File: config.mk
export PLATFORM = sky130hd
export DESIGN_NAME = serial_reg_slave
export DESIGN_NICKNAME = d
export VERILOG_FILES = /design/src/rtl/rsa_pkg.sv /design/src/rtl/rsa_in_sync.sv /design/src/rtl/rsa_pin_front.sv /design/src/rtl/rsa_frame_rx.sv /design/src/rtl/rsa_reg_bank.sv /design/src/rtl/rsa_readout.sv /design/src/rtl/serial_reg_slave.sv
export SDC_FILE = /design/constraint.sdc
export NUM_CORES = 1
export LEC_CHECK = 0
export BUFFER_PORTS_ARGS = -buffer_cell sky130_fd_sc_hd__buf_2
export CORE_MARGIN = 4
export CORE_UTILIZATION = 45
export DETAILED_ROUTE_END_ITERATION = 7
export HOLD_SLACK_MARGIN = 0.05
export PLACE_DENSITY = 0.71
export SETUP_SLACK_MARGIN = 0.05
export SLEW_MARGIN = 15
export SYNTH_ARGS = -nofsm -noshare
export SYNTH_HDL_FRONTEND = slang
export SYNTH_SLANG_ARGS = --single-unit
File: constraint.sdc
create_clock -name clk -period 2.8 [get_ports clk]
set_input_delay 0.28 -clock clk [delete_from_list [all_inputs] [get_ports clk]]
set_output_delay 0.28 -clock clk [all_outputs]
set_load 0.03 [all_outputs]
File: src/rtl/rsa_pkg.sv
package rsa_pkg;

  localparam int ROW_W      = 8;
  localparam int NUM_ROWS   = 32;
  localparam int ADDR_W     = 6;
  localparam int DEV_W      = 3;
  localparam int FRAME_BITS = ROW_W + ADDR_W + 1 + DEV_W;
  localparam logic [DEV_W-1:0] DEV_ID = 3'b111;

  // writable windows and status rows
  localparam int CFG_LO_END = 9;
  localparam int CFG_HI_BEG = 16;
  localparam int CFG_HI_END = 23;
  localparam int ROW_MON    = 24;
  localparam int ROW_TUNE_P = 25;
  localparam int ROW_TUNE_N = 26;
  localparam int ROW_TEMP   = 27;

  typedef enum logic [1:0] {
    ROW_CFG  = 2'd0,
    ROW_STS  = 2'd1,
    ROW_NONE = 2'd2
  } row_kind_e;

  // frame as seen after 18 right shifts: first bit ends up in bit 0
  typedef struct packed {
    logic [DEV_W-1:0]  dev;
    logic              wr;
    logic [ADDR_W-1:0] row;
    logic [ROW_W-1:0]  data;
  } frame_t;

  function automatic row_kind_e row_kind(input int unsigned idx);
    if (idx <= CFG_LO_END || (idx >= CFG_HI_BEG && idx <= CFG_HI_END))
      return ROW_CFG;
    else if (idx >= ROW_MON && idx <= ROW_TEMP)
      return ROW_STS;
    else
      return ROW_NONE;
  endfunction

endpackage

File: src/rtl/rsa_in_sync.sv
module rsa_in_sync #(
  parameter int          STAGES  = 2,
  parameter int          W       = 3,
  parameter logic [W-1:0] RST_VAL = '0
) (
  input  logic         clk,
  input  logic         rst_n,
  input  logic [W-1:0] d_in,
  output logic [W-1:0] q
);

  genvar g;
  generate
    for (g = 0; g < STAGES; g++) begin : g_stage
      logic [W-1:0] r;
      if (g == 0) begin : g_first
        always_ff @(posedge clk or negedge rst_n) begin
          if (!rst_n) r <= RST_VAL;
          else        r <= d_in;
        end
      end else begin : g_next
        always_ff @(posedge clk or negedge rst_n) begin
          if (!rst_n) r <= RST_VAL;
          else        r <= g_stage[g-1].r;
        end
      end
    end
  endgenerate

  assign q = g_stage[STAGES-1].r;

endmodule

File: src/rtl/rsa_pin_front.sv
module rsa_pin_front #(
  parameter int SYNC_STAGES = 2
) (
  input  logic clk,
  input  logic rst_n,
  input  logic ser_en_n,
  input  logic ser_clk,
  input  logic ser_data,
  output logic en_hi,
  output logic en_rise,
  output logic sclk_rise,
  output logic data_s
);

  logic [2:0] pins_s;
  logic       en_d;
  logic       sclk_d;

  rsa_in_sync #(
    .STAGES (SYNC_STAGES),
    .W      (3),
    .RST_VAL(3'b001)
  ) u_sync (
    .clk  (clk),
    .rst_n(rst_n),
    .d_in ({ser_data, ser_clk, ser_en_n}),
    .q    (pins_s)
  );

  always_ff @(posedge clk or negedge rst_n) begin
    if (!rst_n) begin
      en_d   <= 1'b1;
      sclk_d <= 1'b0;
    end else begin
      en_d   <= pins_s[0];
      sclk_d <= pins_s[1];
    end
  end

  assign en_hi     = pins_s[0];
  assign en_rise   = pins_s[0] & ~en_d;
  assign sclk_rise = pins_s[1] & ~sclk_d;
  assign data_s    = pins_s[2];

endmodule

File: src/rtl/rsa_frame_rx.sv
module rsa_frame_rx #(
  parameter int FRAME_BITS = 18,
  parameter int CNT_W      = 6
) (
  input  logic                  clk,
  input  logic                  rst_n,
  input  logic                  en_hi,
  input  logic                  sclk_rise,
  input  logic                  data_s,
  output logic [FRAME_BITS-1:0] frame,
  output logic [CNT_W-1:0]      bit_cnt,
  output logic                  full_p
);

  localparam logic [CNT_W-1:0] CNT_MAX  = '1;
  localparam logic [CNT_W-1:0] CNT_FULL = CNT_W'(FRAME_BITS);
  localparam logic [CNT_W-1:0] CNT_LAST = CNT_W'(FRAME_BITS - 1);

  always_ff @(posedge clk or negedge rst_n) begin
    if (!rst_n) begin
      bit_cnt <= '0;
      frame   <= '0;
      full_p  <= 1'b0;
    end else begin
      full_p <= 1'b0;
      if (en_hi) begin
        bit_cnt <= '0;
      end else if (sclk_rise) begin
        if (bit_cnt != CNT_MAX) bit_cnt <= bit_cnt + 1'b1;
        if (bit_cnt < CNT_FULL) frame <= {data_s, frame[FRAME_BITS-1:1]};
        if (bit_cnt == CNT_LAST) full_p <= 1'b1;
      end
    end
  end

endmodule

File: src/rtl/rsa_reg_bank.sv
module rsa_reg_bank
  import rsa_pkg::*;
#(
  parameter int N_ROWS = 32,
  parameter int RW     = 8,
  parameter int AW     = 6
) (
  input  logic                 clk,
  input  logic                 rst_n,
  input  logic                 we,
  input  logic [AW-1:0]        waddr,
  input  logic [RW-1:0]        wdata,
  input  logic [AW-1:0]        raddr,
  input  logic [3:0]           st_mon,
  input  logic [7:0]           st_tune_p,
  input  logic [7:0]           st_tune_n,
  input  logic [4:0]           st_temp,
  output logic [N_ROWS*RW-1:0] cfg_flat,
  output logic [RW-1:0]        rd_data
);

  localparam int IDX_W = $clog2(N_ROWS);

  logic [RW-1:0] view [N_ROWS];

  genvar r;
  generate
    for (r = 0; r < N_ROWS; r++) begin : g_row
      localparam row_kind_e KIND = row_kind(r);
      if (KIND == ROW_CFG) begin : g_cfg
        logic [RW-1:0] q;
        always_ff @(posedge clk or negedge rst_n) begin
          if (!rst_n)                        q <= '0;
          else if (we && waddr == AW'(r))    q <= wdata;
        end
        assign view[r]                   = q;
        assign cfg_flat[r*RW +: RW]      = q;
      end else begin : g_fix
        assign cfg_flat[r*RW +: RW] = '0;
        if (r == ROW_MON) begin : g_mon
          assign view[r] = RW'(st_mon);
        end else if (r == ROW_TUNE_P) begin : g_tp
          assign view[r] = RW'(st_tune_p);
        end else if (r == ROW_TUNE_N) begin : g_tn
          assign view[r] = RW'(st_tune_n);
        end else if (r == ROW_TEMP) begin : g_tmp
          assign view[r] = RW'(st_temp);
        end else begin : g_none
          assign view[r] = '0;
        end
      end
    end
  endgenerate

  always_comb begin
    if (raddr < AW'(N_ROWS)) rd_data = view[raddr[IDX_W-1:0]];
    else                     rd_data = '0;
  end

endmodule

File: src/rtl/rsa_readout.sv
module rsa_readout #(
  parameter int RW    = 8,
  parameter int LFT_W = $clog2(RW)
) (
  input  logic          clk,
  input  logic          rst_n,
  input  logic          en_hi,
  input  logic          sclk_rise,
  input  logic          load,
  input  logic [RW-1:0] load_val,
  output logic          scan_out
);

  logic          active;
  logic [RW-1:0] sh;
  logic [LFT_W-1:0] left;

  always_ff @(posedge clk or negedge rst_n) begin
    if (!rst_n) begin
      active <= 1'b0;
      sh     <= '0;
      left   <= '0;
    end else if (en_hi) begin
      active <= 1'b0;
    end else if (load) begin
      active <= 1'b1;
      sh     <= load_val;
      left   <= LFT_W'(RW - 1);
    end else if (active && sclk_rise) begin
      if (left == '0) begin
        active <= 1'b0;
      end else begin
        sh   <= {1'b0, sh[RW-1:1]};
        left <= left - 1'b1;
      end
    end
  end

  assign scan_out = active & sh[0];

endmodule

File: src/rtl/serial_reg_slave.sv
module serial_reg_slave
  import rsa_pkg::*;
#(
  parameter int SYNC_STAGES = 2,
  parameter int CNT_W       = 6
) (
  input  logic                     clk,
  input  logic                     rst_n,
  input  logic                     ser_en_n,
  input  logic                     ser_clk,
  input  logic                     ser_data,
  output logic                     ser_out,
  input  logic [3:0]               st_mon,
  input  logic [7:0]               st_tune_p,
  input  logic [7:0]               st_tune_n,
  input  logic [4:0]               st_temp,
  output logic [NUM_ROWS*ROW_W-1:0] cfg_rows
);

  logic                  en_hi;
  logic                  en_rise;
  logic                  sclk_rise;
  logic                  data_s;
  logic [FRAME_BITS-1:0] frame;
  logic [CNT_W-1:0]      bit_cnt;
  logic                  full_p;
  logic [ROW_W-1:0]      rd_data;
  frame_t                fr;
  row_kind_e             kind;
  logic                  dev_ok;
  logic                  len_ok;
  logic                  wr_commit;
  logic                  rd_load;

  rsa_pin_front #(.SYNC_STAGES(SYNC_STAGES)) u_front (
    .clk      (clk),
    .rst_n    (rst_n),
    .ser_en_n (ser_en_n),
    .ser_clk  (ser_clk),
    .ser_data (ser_data),
    .en_hi    (en_hi),
    .en_rise  (en_rise),
    .sclk_rise(sclk_rise),
    .data_s   (data_s)
  );

  rsa_frame_rx #(.FRAME_BITS(FRAME_BITS), .CNT_W(CNT_W)) u_rx (
    .clk      (clk),
    .rst_n    (rst_n),
    .en_hi    (en_hi),
    .sclk_rise(sclk_rise),
    .data_s   (data_s),
    .frame    (frame),
    .bit_cnt  (bit_cnt),
    .full_p   (full_p)
  );

  // decode of the shifted frame
  assign fr        = frame_t'(frame);
  assign kind      = row_kind(32'(fr.row));
  assign dev_ok    = (fr.dev == DEV_ID);
  assign len_ok    = (bit_cnt == CNT_W'(FRAME_BITS));
  assign wr_commit = en_rise & len_ok & dev_ok & fr.wr & (kind == ROW_CFG);
  assign rd_load   = full_p & dev_ok & ~fr.wr & (kind != ROW_NONE);

  rsa_reg_bank #(.N_ROWS(NUM_ROWS), .RW(ROW_W), .AW(ADDR_W)) u_bank (
    .clk      (clk),
    .rst_n    (rst_n),
    .we       (wr_commit),
    .waddr    (fr.row),
    .wdata    (fr.data),
    .raddr    (fr.row),
    .st_mon   (st_mon),
    .st_tune_p(st_tune_p),
    .st_tune_n(st_tune_n),
    .st_temp  (st_temp),
    .cfg_flat (cfg_rows),
    .rd_data  (rd_data)
  );

  rsa_readout #(.RW(ROW_W)) u_out (
    .clk      (clk),
    .rst_n    (rst_n),
    .en_hi    (en_hi),
    .sclk_rise(sclk_rise),
    .load     (rd_load),
    .load_val (rd_data),
    .scan_out (ser_out)
  );

endmodule

## Word level (Yosys, flattened, before mapping)

Index checks and enable logic that the tools add are counted.

| operators by class | value |
|---|---|
| add/sub/neg operators | 2 |
| order comparisons | 8 |
| eq/ne operators | 23 |
| multiplexer cells | 22 |
| bitwise logic cells | 15 |
| reductions and logical operators | 34 |

Operator list:

| kind | number |
|---|---|
| $eq A6 B5 Y1 const B | 10 |
| $mux W8 | 6 |
| $bmux W8 S5 | 1 |
| $eq A6 B3 Y1 const B | 4 |
| $logic_and A1 B1 Y1 | 21 |
| $mux W6 | 3 |
| $eq A6 B2 Y1 const B | 2 |
| $eq A6 B4 Y1 const B | 2 |
| $ge A6 B5 Y1 const B | 2 |
| $le A6 B5 Y1 const B | 2 |
| $and A1 B1 Y1 | 10 |
| $mux W3 | 3 |
| $mux W1 | 7 |
| $add A6 B1 Y6 const B | 1 |
| $eq A6 B1 Y1 const B | 1 |
| $ge A6 B6 Y1 const B | 1 |
| $le A6 B4 Y1 const B | 1 |
| $logic_not A6 Y1 | 1 |
| $lt A6 B5 Y1 const B | 1 |
| $lt A6 B6 Y1 const B | 1 |
| $ne A6 B6 Y1 const B | 1 |
| $not A5 Y6 | 1 |
| $reduce_and A3 Y1 | 2 |
| $reduce_bool A2 Y1 | 3 |
| other kinds (10) | 17 |

| storage, ports and cells | value |
|---|---|
| bits in registers | 189 |
| input bits | 30 |
| output and inout port bits | 257 |
| logic and storage cells | 132 |

## Logic depth before layout (Yosys ltp)

Gate-level depths: netlist (run 1).

| depth | value |
|---|---|
| depth in word-level cells | 8 |
| depth in mapped cells | 9 |
| gate-level depth less buffers | 7 |

## Hierarchy

Synthesis (run 1) repeated with hierarchy kept, for this count alone.

| second synthesis, totals | value |
|---|---|
| cell total of the unflattened synthesis | 780 |
| area, all modules | 10035.9 µm² |

Modules (own cells, without submodules):

| module | instances | cells each | area each (µm²) | seq. area each (µm²) |
|---|---|---|---|---|
| rsa_reg_bank | 1 | 608 | 7862.5 | 3603.5 |
| rsa_frame_rx | 1 | 79 | 1156.1 | 625.6 |
| rsa_readout | 1 | 75 | 714.4 | 300.3 |
| rsa_in_sync | 1 | 6 | 152.6 | 152.6 |
| rsa_pin_front | 1 | 4 | 78.8 | 51.3 |
| serial_reg_slave | 1 | 8 | 71.3 | 0.0 |

## Worst setup path before layout (run 1)

No wires, ideal clock.

| timing | value |
|---|---|
| path kind | register to register |
| start | reg u_rx.frame[8] |
| end | reg u_out.sh[4] |
| data arrival time | 1.962 ns |
| data required time | 2.673 ns |
| setup slack | 0.711 ns |
| stages on the path, launching flop included | 10 |
| path through | dfrtp_1 -> buf_2 -> buf_6 -> buf_4 -> buf_4 -> mux4_2 -> nand2_1 -> o21ai_0 -> a32oi_1 -> nand3_1 |

| on the way | value |
|---|---|
| cells in the longest elaborated chain, start to end | 8 |
| elaborated cells between the ends (all ways) | 22 |

RTL lines:

| element | RTL line | source |
|---|---|---|
| start, declared | rsa_frame_rx.sv:10 | `output logic [FRAME_BITS-1:0] frame,` |
| start signal, assigned | rsa_frame_rx.sv:30 | `if (bit_cnt < CNT_FULL) frame <= {data_s, frame[FRAME_BITS-1:1]};` |
| $ge A6 B5 Y1, or another cell as far along | rsa_pkg.sv:36 | `else if (idx >= ROW_MON && idx <= ROW_TEMP)` |
| $logic_and A1 B1 Y1 (on tied branches) | rsa_pkg.sv:36, rsa_pkg.sv:34 |  |
| $mux W2 or $logic_or A1 B1 Y1 (tied branches) | rsa_pkg.sv:36, rsa_pkg.sv:34 |  |
| $mux W2 | rsa_pkg.sv:34 | `if (idx <= CFG_LO_END \|\| (idx >= CFG_HI_BEG && idx <= CFG_HI_END))` |
| $ne A2 B2 Y1 | serial_reg_slave.sv:64 | `assign rd_load = full_p & dev_ok & ~fr.wr & (kind != ROW_NONE);` |
| $and A1 B1 Y1 | serial_reg_slave.sv:64 |  |
| $ne A2 B2 Y1 (no line) or $reduce_bool A2 Y1 (tied branches) | n/a |  |
| $reduce_and A3 Y1 (no line) | n/a |  |
| end signal, assigned | rsa_readout.sv:27 | `sh <= load_val;` |
| end signal, assigned | rsa_readout.sv:33 | `sh <= {1'b0, sh[RW-1:1]};` |
| end, declared | rsa_readout.sv:15 | `logic [RW-1:0] sh;` |

Parallel ways exist; a longest one is shown, timed or not. The select of a mux whose other input is x is not followed.
A chain may end at the register's enable or synchronous reset.

## Worst setup path in the final report (run 1)

| timing | value |
|---|---|
| start | reg u_rx.bit_cnt[2] |
| end | reg u_bank.g_row[7].g_cfg.q[1] |

| on the way | value |
|---|---|
| cells in the longest elaborated chain, start to end | 6 |

RTL lines:

| element | RTL line | source |
|---|---|---|
| start, declared | rsa_frame_rx.sv:11 | `output logic [CNT_W-1:0] bit_cnt,` |
| start signal, assigned | rsa_frame_rx.sv:29 | `if (bit_cnt != CNT_MAX) bit_cnt <= bit_cnt + 1'b1;` |
| $eq A6 B5 Y1 | serial_reg_slave.sv:62 | `assign len_ok = (bit_cnt == CNT_W'(FRAME_BITS));` |
| $and A1 B1 Y1 (4 in series) | serial_reg_slave.sv:63 | `assign wr_commit = en_rise & len_ok & dev_ok & fr.wr & (kind == ROW_CFG);` |
| $logic_and A1 B1 Y1 | rsa_reg_bank.sv:34 | `else if (we && waddr == AW'(r)) q <= wdata;` |
| end signal, assigned | rsa_reg_bank.sv:34 |  |
| end, declared | rsa_reg_bank.sv:31 | `logic [RW-1:0] q;` |

No other way between the ends.

==> metrics.md, run 1 <==
| Metric | Value |
|---|---|
| Outcome | `complete, no violations` |
| Inserted Clock Buffers | `17` |
| Vias | `between 6000 and 7000` |
| Largest net degree at the start of global routing | `76` |
| Crit-path max FO | `8` |
| PwrDens | `between 500 and 600 mW/mm^2` |
| Final worst clock skew | `a little over 0.009 ns` |
| Min Tclk post-route | `between 2 and 2.5 ns` |
| Mapped Area | `slightly below 0.01 mm^2` |
| CTS sink count | `189` |
| Final nets | `slightly above 900` |
| # DRC | `0` |
| Fmax | `413 MHz` |
| FFs w/ async S/R, synth | `1.00` |
| Area grow syn2layout | `14.2%` |
| Critical Setup Path Class | `flop to flop` |
| PortBufs | `between 150 and 200` |
| MaxCap Viol Count | `0` |
| Maximum VDD drop | `between 0.4 and 0.5 mV` |
| Worst-Skew Late Latency | `around 0.43 ns` |
| Max incr delay on CP | `0.45 ns` |
| Avg Inst Size Synth | `approximately 13 um^2` |
| WL/cell | `roughly 21 um` |
| Clock Tree Root | `clkbuf_16` |
| # IOs | `~290` |
| Vias per cell | `5.30` |
| Period utilisation layout | `0.864` |
| Share of cells above drive strength 1 | `0.481` |
| Ant. Diodes | `0` |
| Dpl cell area | `0.0104 mm^2` |
| Synth cell count leaders | `dfrtp_1 (186), mux2_2 (163), buf_4 (114), mux4_2 (36), nand2_1 (30)` |
| TNS Setup | `0 ns` |
| Hpwl dp | `between 15000 and 20000 um` |
| Critical Path RT | `~3.1 ns` |
| Die width | `155 um` |
| Worst Setup End Kind | `flop` |
| Longest Clk Path Bufs | `2` |
| Cts hold-fix bufs | `4` |
| Antenna Nets Post-Route | `0` |
| Yosys top cell by area | `dfrtp_1` |
| Distinct cells, synth | `between 50 and 60` |
| Layout Utilization | `0.525` |
| Congestion Overflow GR | `0` |
| Normalized max-slew margin | `0.495` |
| Final GP Congestion | `between 0.8 and 0.9` |
| CTS tree | `done` |
| Worst-path clk slew | `0.07 ns` |
| Leak pwr | `approximately 5.7 nW` |
| Post-CTS setup buffer count | `0` |
| Starting Density | `0.459` |
| Worst Path Arrival | `roughly 2.7 ns` |
| Post-cts resize count | `0` |
| RSZ-0062 raised after global routing | `no` |
| Pre-Repair DR Iteration Count | `4` |
| Most common cell in the netlist | `dfrtp_1` |
| Die Y | `155 um` |
| Worst-path cell chain | `nor4b_2 > nand3_2 > nor3_2 > nand3_1 > mux2_2` |
| Worst Max-Slew Pin Slew | `0.758 ns` |
| DIE AREA | `0.0239 mm^2` |
| Vias in the first global route | `a little over 6000` |
| Initial antenna violation count | `0` |
| Yosys top cell area share | `0.480` |
| Mapped Cells | `727` |
| First-pass GRT wire length | `between 30000 and 40000 um` |
| Setup Viol. Count Final | `0` |
| Flops & latches, synth | `approximately 190` |
| Synth warnings | `0` |
| Ranking of synthesized cells by area | `dfrtp_1 (48%), mux2_2 (19%), buf_4 (8.8%), mux4_2 (8.4%), mux2i_1 (2.0%)` |
| Total GRT Usage | `0.202` |
| Cell Rows | `53` |
| Depth of the CTS H-tree | `4` |
| Worst path slowest cell | `dfrtp_1` |
| Hold_ws | `0.349 ns` |
| Crit start category | `flop` |
| Seq/Total Area, Yosys | `0.489` |
| Initial drt markers | `approximately 350` |
| Final hold violations | `0` |
| Pre-CTS setup slack | `0.409 ns` |
| Final wirelength | `about 24000 um` |
| Worst hold path class | `flop to flop` |
| Max Slew Vio Count | `0` |
| Final worst setup slack | `0.380 ns` |
| Number of synthesized flops with an enable pin | `0` |
| Core box area | `around 0.021 mm^2` |
| Final instance area | `about 0.011 mm^2` |
| Top_reg_cell synth | `dfrtp_1` |
## registers in the layout, summed over array words and instances, names as in the netlist
register,flops
u_rx.bit_cnt,6
u_front.u_sync.g_stage.r,3
u_out.active,1
u_front.sclk_d,1
u_front.u_sync.q,3
u_bank.g_row.g_cfg.q,144
u_rx.frame,18
u_out.sh,8
u_front.en_d,1
u_out.left,3
u_rx.full_p,1
## worst max-delay path: cells and delay by family (launching register included)
family	cells	cell delay, ns
and+or+nand+nor	4	1.43
DFF	1	0.45
muxes	1	0.43
## area by class of cell
| cell class | count | area (um^2) |
|---|---|---|
| Fill cell | 1840 | 10000 |
| Inverter | 7 | 26.3 |
| Timing Repair Buffer | 192 | 1060 |
| Clock buffer | 20 | 457 |
| Sequential cell | 189 | 4740 |
| Clock inverter | 12 | 125 |
| Multi-Input combinational cell | 488 | 4310 |
| Tap cell | 275 | 344 |
## layer usage
metal  vias to the layer above  part of all wire  GRT usage
met3                        19             0.072     0.0548
met1                      3275              0.42      0.275
met2                       233              0.50      0.327
met5                         -                 0          0
li1                       2738                 -          -
met4                         0             0.011     0.0458
## power by group
group	internal, mW	leakage [nW]	switching, mW	total (mW)
Clock	1.30	0.277	1.09	2.39
Sequential	2.79	2.58	0.157	2.95
Combinational	0.333	2.86	0.668	1.00
## stage by stage
step,power (mW),cells
2_1_floorplan,3.81,838
3_3_place_gp,3.97,1147
3_5_place_dp,3.98,1147
4_1_cts,6.37,1183
5_1_grt,6.57,1183
6_report,6.34,1183
## kinds of logic after synthesis
| group | count (synthesis) | share of synthesized area |
|---|---|---|
| multiplexers | 218 | 0.293 |
| XOR/XNOR | 6 | 0.00542 |
| flip-flops | 189 | 0.489 |
| adder cells (fa/ha/maj) | 5 | 0.00646 |
| buffers and inverters | 161 | 0.109 |
| AO/OA/AOI/OAI | 43 | 0.0327 |
| other | 1 | 0.000387 |
| AND/OR/NAND/NOR | 104 | 0.0645 |
## final timing paths
path	startpoint	end	slack, ns	cells after the start
max	u_rx.bit_cnt[2]$_DFFE_PN0P_	u_bank.g_row[7].g_cfg.q[1]$_DFFE_PN0P_	0.38	5
min reg2reg	u_front.u_sync.g_stage[0].r[2]$_DFF_PN0_	u_front.u_sync.q[2]$_DFF_PN0_	0.35	0
max in group asynchronous	rst_n	u_bank.g_row[21].g_cfg.q[5]$_DFFE_PN0P_	1.52	3
max reg2reg	u_rx.bit_cnt[2]$_DFFE_PN0P_	u_bank.g_row[7].g_cfg.q[1]$_DFFE_PN0P_	0.38	5
min in group asynchronous	rst_n	u_front.u_sync.q[2]$_DFF_PN0_	0.46	2
min	u_front.u_sync.g_stage[0].r[2]$_DFF_PN0_	u_front.u_sync.q[2]$_DFF_PN0_	0.35	0
## cells in the final DEF, fill, tap and decap left out, types with 6 or more instances in the layout
master     synthesis  layout
mux2i_1           19      19
conb_1             1     112
buf_4            114      11
a22o_1             6       6
buf_2              8     173
dfrtp_1          186     184
inv_1              7       7
o21ai_0           10      10
nor2_1            15      15
mux4_2            36      36
nand3_1            9       9
nand2_1           30      30
mux2_2           163     163
clkbuf_16          0      17
Power figures use the tool's default switching activity.
==> inputs of run 2 (changes only) <==
==> constraint.sdc (replaced) <==
create_clock -name clk -period 2.6 [get_ports clk]
set_input_delay 0.26 -clock clk [delete_from_list [all_inputs] [get_ports clk]]
set_output_delay 0.26 -clock clk [all_outputs]
set_load 0.03 [all_outputs]
==> run 2 against run 1 <==
Non-clock buffer count increased by 6; clock-buffer cell count decreased by 2; highest routed layer unchanged; worst setup slack got worse by 0.17 ns; combinational power increased by 12%; largest power group unchanged; clock skew increased by 0.0052 ns; die area unchanged; cell count increased by 0.51%; first-iteration DRC count increased by 3.2%; worst hold slack improved by 0.0039 ns; sequential cell count unchanged.
==> metrics.md, run 2 (synthesis gave the netlist of run 1 again) <==
| Metric | Value |
|---|---|
| Setup Viol. Count Final | `0 (unchanged)` |
| Worst Setup End Kind | `flop` |
| Fill cell count | `1805 (-1.9%)` |
| Critical Path Start | `u_rx.frame[12]$_DFFE_PN0P_` |
| Sequential share of power | `0.455 (-0.010)` |
| Max Slew Vio Count | `0 (unchanged)` |
| # DRC | `0 (unchanged)` |
| PwrDens | `621 mW/mm^2 (+8.3%)` |
| Core box area | `0.0211 mm^2 (unchanged)` |
| Final worst setup slack | `0.214 ns (-0.166 ns)` |
| Cts hold-fix bufs | `4 (unchanged)` |
| Worst Max-Slew Pin Slew | `0.831 ns (+0.0731 ns)` |
| Commonest non-fill, non-tap cell in the layout | `dfrtp_1` |
| Cell Rows | `53 (unchanged)` |
| Critical Setup Path Class | `flop to flop` |
| Pre-Repair DR Iteration Count | `4 (unchanged)` |
| Maximum VDD drop | `0.553 mV (+21%)` |
| Final nets | `936 (+0.65%)` |
| Dpl cell area | `0.0105 mm^2 (+0.43%)` |
| Vias in the first global route | `6364 (+2.7%)` |
| Final hold violations | `0 (unchanged)` |
| CTS tree | `done` |
| FF-to-FF End | `u_out.sh[5]$_DFFE_PN0P_` |
| Worst flop-to-flop path startpoint | `u_rx.frame[12]$_DFFE_PN0P_` |
| Worst-path clk slew | `0.07 ns (about the same)` |
| Total GRT Usage | `0.204 (+0.00229)` |
| Largest net degree at the start of global routing | `73 (-3.9%)` |
| # IOs | `287 (unchanged)` |
| Final GP Congestion | `0.874 (+2.1%)` |
| Period utilisation layout | `0.918 (+0.0533)` |
| Final worst clock skew | `0.0143 ns (+0.00517 ns)` |
| Starting Density | `0.459 (unchanged)` |
| FF-to-FF setup slack | `0.21 ns (-0.17 ns)` |
| Vias | `6273 (+0.13%)` |
| Vias per cell | `5.28 (-0.38%)` |
| Antenna Nets Post-Route | `0 (unchanged)` |
| Area grow syn2layout | `14.9%` |
| Crit-path max FO | `10 (+2)` |
| DIE AREA | `0.0239 mm^2 (unchanged)` |
| Switch share | `0.312 (+0.00976)` |
| Normalized max-slew margin | `0.446 (-0.0487)` |
| Switch Pwr | `2.15 mW (+13%)` |
| Pre-CTS setup slack | `0.281 ns (-0.127 ns)` |
| Outcome | `complete, no violations` |
| Die width | `155 um (unchanged)` |
| Depth of the CTS H-tree | `4 (unchanged)` |
| Longest Clk Path Bufs | `2 (unchanged)` |
| Initial antenna violation count | `0 (unchanged)` |
| Die Y | `155 um (unchanged)` |
| Crit start category | `flop` |
| WL/cell | `20.6 um (+0.26%)` |
| Post-cts resize count | `0 (unchanged)` |
| Layout Utilization | `0.528 (+0.00332)` |
| CTS sink count | `189 (unchanged)` |
| Min Tclk post-route | `2.39 ns (-0.0343 ns)` |
| First-pass GRT wire length | `38000 um (+1.2%)` |
| TNS Setup | `0 ns (unchanged)` |
| Final wirelength | `24400 um (+0.77%)` |
| Critical Path RT | `2.93 ns (-0.18 ns)` |
| Inserted Clock Buffers | `17 (unchanged)` |
| Top reg by flops | `u_bank.g_row.g_cfg.q` |
| Biggest regs | `u_bank.g_row.g_cfg.q (144), u_rx.frame (18), u_out.sh (8)` |
| Leak pwr | `5.75 nW (+0.66%)` |
| RSZ-0062 raised after global routing | `no` |
| Internal | `4.76 mW (+7.5%)` |
| Hpwl dp | `17700 um (+0.68%)` |
| Congestion Overflow GR | `0 (unchanged)` |
| Worst Path Arrival | `2.71 ns (-0.02 ns)` |
| Initial drt markers | `360 (+3.2%)` |
| Clock Tree Root | `clkbuf_16` |
| Ant. Diodes | `0 (unchanged)` |
| Worst-Skew Late Latency | `0.44 ns (about the same)` |
| Comb pwr share | `0.162 (+0.004)` |
| Worst hold path class | `flop to flop` |
| Most frequent cells in the layout | `dfrtp_1 (184), buf_2 (173), mux2_2 (163), conb_1 (112), mux4_2 (36)` |
| Reg2Reg Depth | `5 (unchanged)` |
| Critical Path Sink | `u_out.sh[5]$_DFFE_PN0P_` |
| Clock power share | `0.383 (+0.006)` |
| PortBufs | `174 (unchanged)` |
| Post-CTS setup buffer count | `0 (unchanged)` |
| Largest register FFs | `144 (unchanged)` |
| Fmax | `419 MHz (+1.4%)` |
| Share of cells above drive strength 1 | `0.485 (+0.00341)` |
| MaxCap Viol Count | `0 (unchanged)` |
| Final instance area | `0.0111 mm^2 (+0.63%)` |
run 2: cell types whose count changed in the layout (fill, tap and decap cells not counted), sizes merged:
| cell | delta |
|---|---|
| buf | +6 |
| clkinv | +3 |
| clkbuf | -2 |
| inv | -1 |
run 2: per-layer routing:
| metal | vias to the layer above | track usage | part of all wire |
|---|---|---|---|
| met5 | - | 0 | 0 |
| met4 | 0 | 0.0664 | 0.024 |
| met3 | 35 | 0.0484 | 0.067 |
| met2 | 270 | 0.326 | 0.48 |
| met1 | 3225 | 0.278 | 0.43 |
| li1 | 2743 | - | - |
run 2: critical path, cell delays in order (launching register included):
cell	delay [ns]
dfrtp_1	0.57
nor2b_1	0.08
o21ai_0	0.59
nand2_1	0.33
or4_1	0.56
and3_1	0.15
run 2: power by group through the flow:
stage	combinational [mW]	sequential [mW]	clock (mW)
after floorplan	1.00	3.11	0
after global placement	1.09	3.20	0
after detailed placement	1.10	3.20	0
after CTS	1.11	3.14	2.71
after global routing	1.19	3.16	2.83
final	1.12	3.14	2.65
run 2: final cells by class:
cell class / count / area, um^2 / share of cell area
clock buffer: 18 / 429 / 0.0385
timing repair buffer: 198 / 1100 / 0.0992
sequential: 189 / 4740 / 0.426
multi-input combinational: 488 / 4310 / 0.387
tap: 275 / 344 / 0.0309
inverter: 7 / 26.3 / 0.00236
clock inverter: 14 / 178 / 0.0160
run 2: stage by stage:
| step | instances | hold WS (ns) | total power [mW] |
|---|---|---|---|
| after floorplan | 838 | -0.0356 | 4.11 |
| after global placement | 1153 | 0.314 | 4.29 |
| after detailed placement | 1153 | 0.318 | 4.30 |
| after CTS | 1189 | 0.354 | 6.96 |
| after global routing | 1189 | 0.373 | 7.18 |
| final | 1189 | 0.353 | 6.91 |
run 2: how the worst min path moves through the flow:
| stage | startpoint | endpoint | slack, ns | cells after the start |
|---|---|---|---|---|
| after floorplan | rst_n | u_bank.g_row[0].g_cfg.q[0]$_DFFE_PN0P_ | -0.04 | 0 |
| after global placement | rst_n | u_front.u_sync.q[2]$_DFF_PN0_ | 0.31 | 1 |
| after detailed placement | rst_n | u_front.u_sync.q[2]$_DFF_PN0_ | 0.32 | 1 |
| after CTS | u_front.u_sync.g_stage[0].r[2]$_DFF_PN0_ | u_front.u_sync.q[2]$_DFF_PN0_ | 0.35 | 0 |
| after global routing | u_front.u_sync.g_stage[0].r[2]$_DFF_PN0_ | u_front.u_sync.q[2]$_DFF_PN0_ | 0.37 | 0 |
| final | u_front.u_sync.g_stage[0].r[2]$_DFF_PN0_ | u_front.u_sync.q[2]$_DFF_PN0_ | 0.35 | 0 |
